## config.mk

```make
export PLATFORM = sky130hd
export DESIGN_NAME = int_chain_ctrl
export DESIGN_NICKNAME = d
export VERILOG_FILES = /design/src/rtl/int_chain_pkg.sv /design/src/rtl/ic_prio_pick.sv /design/src/rtl/ic_flag_bank.sv /design/src/rtl/ic_vec_build.sv /design/src/rtl/int_chain_ctrl.sv
export SDC_FILE = /design/constraint.sdc
export NUM_CORES = 1
export LEC_CHECK = 0
export BUFFER_PORTS_ARGS = -buffer_cell sky130_fd_sc_hd__buf_2
export CAP_MARGIN = 20
export CORE_MARGIN = 2
export CORE_UTILIZATION = 48
export CTS_BUF_LIST = sky130_fd_sc_hd__clkbuf_16
export CTS_CLUSTER_SIZE = 16
export DETAILED_ROUTE_END_ITERATION = 10
export PLACE_DENSITY = 0.79
export SYNTH_ARGS = -nofsm -noshare
export SYNTH_HDL_FRONTEND = slang
export SYNTH_SLANG_ARGS = --single-unit
```

## constraint.sdc

```tcl
create_clock -name clk -period 2.7 [get_ports clk]
set_input_delay 0.405 -clock clk [delete_from_list [all_inputs] [get_ports clk]]
set_output_delay 0.405 -clock clk [all_outputs]
set_load 0.03 [all_outputs]
```

## src/rtl/int_chain_pkg.sv

```systemverilog
package int_chain_pkg;

    typedef enum logic [1:0] {
        ST_IDLE  = 2'd0,
        ST_SERVE = 2'd1,
        ST_PASS  = 2'd2
    } ack_state_e;

    typedef enum logic [1:0] {
        OP_NULL     = 2'd0,
        OP_CLR_BOTH = 2'd1,
        OP_CLR_IP   = 2'd2,
        OP_SET_IP   = 2'd3
    } flag_op_e;

endpackage

```

## src/rtl/ic_prio_pick.sv

```systemverilog
module ic_prio_pick #(
    parameter int N  = 6,
    parameter int IW = $clog2(N)
) (
    input  logic [N-1:0]  ip,
    input  logic [N-1:0]  en,
    input  logic [N-1:0]  ius,
    output logic          cand_any,
    output logic [IW-1:0] win_idx,
    output logic [N-1:0]  win_onehot
);

    logic [N-1:0] blocked;
    logic [N-1:0] cand;
    logic [N-1:0] higher_cand;

    genvar g;
    generate
        for (g = 0; g < N; g++) begin : g_bit
            if (g == N - 1) begin : g_top
                assign blocked[g]     = ius[g];
                assign higher_cand[g] = 1'b0;
            end else begin : g_low
                assign blocked[g]     = ius[g] | blocked[g+1];
                assign higher_cand[g] = cand[g+1] | higher_cand[g+1];
            end
            assign cand[g]       = ip[g] & en[g] & ~blocked[g];
            assign win_onehot[g] = cand[g] & ~higher_cand[g];
        end
    endgenerate

    assign cand_any = |cand;

    always_comb begin
        win_idx = '0;
        for (int i = 0; i < N; i++) begin
            if (win_onehot[i]) begin
                win_idx = IW'(i);
            end
        end
    end

endmodule

```

## src/rtl/ic_flag_bank.sv

```systemverilog
module ic_flag_bank
    import int_chain_pkg::*;
#(
    parameter int N = 6
) (
    input  logic          clk,
    input  logic          rst_n,
    input  logic [N-1:0]  req,
    input  logic          cmd_wr,
    input  flag_op_e      cmd_op,
    input  logic [N-1:0]  cmd_sel,
    input  logic [N-1:0]  serve_set,
    output logic [N-1:0]  ip,
    output logic [N-1:0]  ius
);

    logic clr_ip_cmd;
    logic clr_ius_cmd;
    logic set_ip_cmd;

    assign clr_ip_cmd  = cmd_wr && (cmd_op == OP_CLR_BOTH || cmd_op == OP_CLR_IP);
    assign clr_ius_cmd = cmd_wr && (cmd_op == OP_CLR_BOTH);
    assign set_ip_cmd  = cmd_wr && (cmd_op == OP_SET_IP);

    genvar g;
    generate
        for (g = 0; g < N; g++) begin : g_flag
            always_ff @(posedge clk or negedge rst_n) begin
                if (!rst_n) begin
                    ip[g]  <= 1'b0;
                    ius[g] <= 1'b0;
                end else begin
                    if (req[g] || (set_ip_cmd && cmd_sel[g])) begin
                        ip[g] <= 1'b1;
                    end else if (clr_ip_cmd && cmd_sel[g]) begin
                        ip[g] <= 1'b0;
                    end
                    if (serve_set[g]) begin
                        ius[g] <= 1'b1;
                    end else if (clr_ius_cmd && cmd_sel[g]) begin
                        ius[g] <= 1'b0;
                    end
                end
            end
        end
    endgenerate

endmodule

```

## src/rtl/ic_vec_build.sv

```systemverilog
module ic_vec_build #(
    parameter int N    = 6,
    parameter int VW   = 8,
    parameter int CW   = 3,
    parameter int LW   = 3,
    parameter int NLVL = 4
) (
    input  logic [VW-1:0] pvec,
    input  logic [LW-1:0] vis,
    input  logic [CW-1:0] code,
    output logic [VW-1:0] vec
);

    localparam int BASE = N - NLVL + 1;

    logic include_code;

    always_comb begin
        include_code = 1'b0;
        if (int'(vis) < NLVL && code != '0) begin
            include_code = int'(code) >= BASE + int'(vis);
        end
    end

    always_comb begin
        vec = pvec;
        if (include_code) begin
            vec[CW:1] = code;
        end
    end

endmodule

```

## src/rtl/int_chain_ctrl.sv

```systemverilog
module int_chain_ctrl
    import int_chain_pkg::*;
#(
    parameter int NSRC  = 6,
    parameter int VEC_W = 8,
    parameter int VIS_W = 3
) (
    input  logic             clk,
    input  logic             rst_n,
    input  logic [NSRC-1:0]  src_req,
    input  logic [NSRC-1:0]  src_en,
    input  logic             iei,
    input  logic             ack_i,
    input  logic             cmd_wr,
    input  logic [1:0]       cmd_op,
    input  logic [NSRC-1:0]  cmd_sel,
    input  logic             cfg_wr,
    input  logic [VEC_W-1:0] cfg_vector,
    input  logic [VIS_W-1:0] cfg_vis,
    output logic             int_req,
    output logic             ieo,
    output logic             vec_valid,
    output logic [VEC_W-1:0] vec_out,
    output logic [NSRC-1:0]  ip_out,
    output logic [NSRC-1:0]  ius_out
);

    localparam int IW = $clog2(NSRC);
    localparam int CW = $clog2(NSRC + 1);

    ack_state_e       state_q;
    ack_state_e       state_d;
    logic [VEC_W-1:0] pvec_q;
    logic [VIS_W-1:0] vis_q;
    logic [CW-1:0]    code_q;

    logic [NSRC-1:0]  ip;
    logic [NSRC-1:0]  ius;
    logic             cand_any;
    logic [IW-1:0]    win_idx;
    logic [NSRC-1:0]  win_onehot;
    logic             serve_go;
    logic [NSRC-1:0]  serve_set;
    logic [VEC_W-1:0] built_vec;

    ic_prio_pick #(.N(NSRC), .IW(IW)) u_pick (
        .ip         (ip),
        .en         (src_en),
        .ius        (ius),
        .cand_any   (cand_any),
        .win_idx    (win_idx),
        .win_onehot (win_onehot)
    );

    ic_flag_bank #(.N(NSRC)) u_flags (
        .clk       (clk),
        .rst_n     (rst_n),
        .req       (src_req),
        .cmd_wr    (cmd_wr),
        .cmd_op    (flag_op_e'(cmd_op)),
        .cmd_sel   (cmd_sel),
        .serve_set (serve_set),
        .ip        (ip),
        .ius       (ius)
    );

    ic_vec_build #(.N(NSRC), .VW(VEC_W), .CW(CW), .LW(VIS_W)) u_vec (
        .pvec (pvec_q),
        .vis  (vis_q),
        .code (code_q),
        .vec  (built_vec)
    );

    assign serve_go  = (state_q == ST_IDLE) && ack_i && iei && cand_any;
    assign serve_set = {NSRC{serve_go}} & win_onehot;

    // State register, served-code latch and configuration
    always_ff @(posedge clk or negedge rst_n) begin
        if (!rst_n) begin
            state_q <= ST_IDLE;
            code_q  <= '0;
            pvec_q  <= '0;
            vis_q   <= '0;
        end else begin
            state_q <= state_d;
            if (serve_go) begin
                code_q <= CW'(win_idx) + CW'(1);
            end
            if (cfg_wr) begin
                pvec_q <= cfg_vector;
                vis_q  <= cfg_vis;
            end
        end
    end

    // Next-state logic
    always_comb begin
        state_d = state_q;
        unique case (state_q)
            ST_IDLE: begin
                if (ack_i) begin
                    state_d = serve_go ? ST_SERVE : ST_PASS;
                end
            end
            ST_SERVE, ST_PASS: begin
                if (!ack_i) begin
                    state_d = ST_IDLE;
                end
            end
            default: state_d = ST_IDLE;
        endcase
    end

    // Outputs
    always_comb begin
        int_req   = iei && cand_any;
        ieo       = iei && !(|ius) && !(ack_i && cand_any);
        vec_valid = (state_q == ST_SERVE);
        vec_out   = vec_valid ? built_vec : '0;
        ip_out    = ip;
        ius_out   = ius;
    end

endmodule

```

==> impl_results.md <==
- Post-synth ARST share: 100%
- Crit. End Element: primary output
- Pre-CTS WS: 492 ps
- Syn_nets: 201
- Vias in the first global route: 1248
- Core Area: 0.00308 mm²
- Hold Fails Final Rpt: 0
- Final setup vio count: 0
- Skew-Pair Late Insertion Delay: 260 ps
- CTS Buf Count: 3
- Synthesized area per cell: 10.1 µm²
- CTS root buf: clkbuf_16
- Via count: 1352
- Post-synthesis instance area: 0.00156 mm²
- Clock Pin Slew Worst Setup and Hold Paths: 60 ps
- Area growth syn-to-layout: 26.5%
- Postcts setup bufs: 0
- Post-synth EDFFs: 0
- Pwr per Cell Area: 906 mW/mm²
- Synth Flop Type: dfrtp_1
- Netlist cell types: 35
- Worst Skew: 1.19 ps
- Io pins: 60
- Grt ovf: 0
- DP HPWL: 2530 µm
- CP Class: flip-flop to primary output
- Pwr Total: 1.79 mW
- Run status: complete, no violations
- Slew Limit Fails: 0
- WL per Instance: 12.0 µm
- Reg2reg path depth: 7
- Synth top area cells: dfrtp_1 (45%), ha_1 (7.2%), nand2_1 (6.7%), mux2_2 (6.5%), a221o_1 (3.8%)
- Fmax: 403 MHz
- LEAKAGE: 0.969 nW
- Die width: 61.0 µm
- Die ar.: 0.00372 mm²
- Setup ws final: 219 ps
- IO buf count: 59
- Critical Path RT: 2300 ps
- Hold Crit Class: primary input to asynchronous set/reset pin
- Final min period: 2480 ps
- Tcrit/Tclk final: 91.9%
- Top-area cell type share of the netlist area: 44.9%
- Via-per-instance ratio: 5.24
- Drt initial violations: 38
- RSZ-0062 raised after global routing: no
- Seq/Total Area, Yosys: 44.9%
- Area leader, netlist: dfrtp_1
- Die Ht: 61.0 µm
- Crit start category: flip-flop
- Hold buffers post-CTS: 0
- Proportion of layout cells with a drive suffix above 1: 38.8%
- Clk buf depth: 2
- Most common library cell in the layout ignoring fill and taps: buf_2
- Synth warn: 0
- All-Layer GR Usage: 18.7%
- CTS Sinks: 28
- Synth Register Bits: 28
- CP max FO: 4
- Worst slew margin: 59.2%
- First-pass GRT wire length: 5180 µm
- Mapped Cells: 155
- DRC: 0
- Worst Setup SP: vis_q[0]
- CTS tree: done
- Worst Max-Slew Pin Slew: 612 ps
- 1st-pass router iterations: 4
- Reg-to-Reg Start: u_flags.ius[5]
- WL final: 3110 µm
- Nets: 261
- Post-CTS Resized: 0
- Initial Util: 50.7%
- Most frequent cells in the layout: buf_2 (59), nand2_1 (28), dfrtp_1 (28)
- Site Rows: 20
- RD Place Congestion: 0.776
- Worst Path Arrival: 2080 ps
- Initial antenna violation count: 0
- Setup TNS: 0 ps
- Maximum VDD drop: 665 µV
- Largest net degree at the start of global routing: 29
- Post-route ant nets: 0
- CTS H-tree depth: 1
- Max-Cap Viols: 0
- # diodes: 0
==> registers in the layout (all words and copies together), names as in the netlist <==
name         cells
state_q          2
u_flags.ip       6
pvec_q           8
code_q           3
u_flags.ius      6
vis_q            3
==> worst max-delay path: stages, from the launching register on <==
cell and delay, ps:
dfrtp_1 360, inv_1 80, ha_1 240, ha_1 270, a21o_1 150, a21oi_1 250, nor3_1 90, o22ai_1 160
buf_2 210
==> layer usage <==
metal	wire length (µm)	vias up	global-route usage, %
li1	-	670	-
met1	1390	624	23.2
met2	1500	53	33.5
met3	183	5	2.52
met4	40	0	6.52
met5	0	-	0
==> power breakdown <==
group / total (mW) / switching [mW] / internal (mW)
Sequential: 0.611 / 0.0958 / 0.515
Combinational: 0.845 / 0.499 / 0.346
Clock: 0.332 / 0.134 / 0.198
==> cells in the mapped netlist, types with 4 or more instances <==
master,count
mux2_2,9
and2_1,8
dfrtp_1,28
o21ai_0,9
nand2_1,28
clkbuf_1,4
a221o_1,6
nor2_1,7
inv_1,6
ha_1,9
nand3_1,4
==> final timing paths <==
path                                 endpoint  slack (ps)
worst max-delay path               vec_out[3]         220
worst min-delay path                pvec_q[7]         150
worst max register to register      code_q[2]         560
worst min register to register      pvec_q[0]         500
max in group asynchronous           pvec_q[1]        2150
min in group clk                u_flags.ip[4]         340
==> logic make-up (layout without fill, tap and decap cells) <==
| family | count (synthesis) | after routing | share of synthesized area (%) |
|---|---|---|---|
| AOI/OAI and AO/OA | 29 | 29 | 13.5 |
| and+or+nand+nor | 65 | 65 | 21.8 |
| DFF | 28 | 28 | 44.9 |
| buffers and inverters | 10 | 69 | 2.41 |
| adders and majority gates | 9 | 9 | 7.22 |
| muxes | 12 | 12 | 9.06 |
| xor gates and xnor gates | 2 | 2 | 1.12 |
==> per-stage QoR <==
stage	hold WS, ps	cells	area [µm²]	util [%]
4_1_cts	179	258	1970	64.1
2_1_floorplan	109	155	1560	-
5_1_grt	210	258	1970	64.1
6_report	152	258	1970	64.1
3_5_place_dp	454	254	1900	61.6
3_3_place_gp	453	254	1900	61.6
==> area by class of cell <==
type | count | area, µm²
Clock buffer | 3 | 75.1
Timing Repair Buffer | 59 | 295
Clock inverter | 1 | 3.75
Multi-Input combinational cell | 117 | 822
Sequential cell | 28 | 701
Fill cell | 293 | 1100
Inverter | 6 | 22.5
Tap cell | 44 | 55.1
Power figures use the tool's default switching activity.
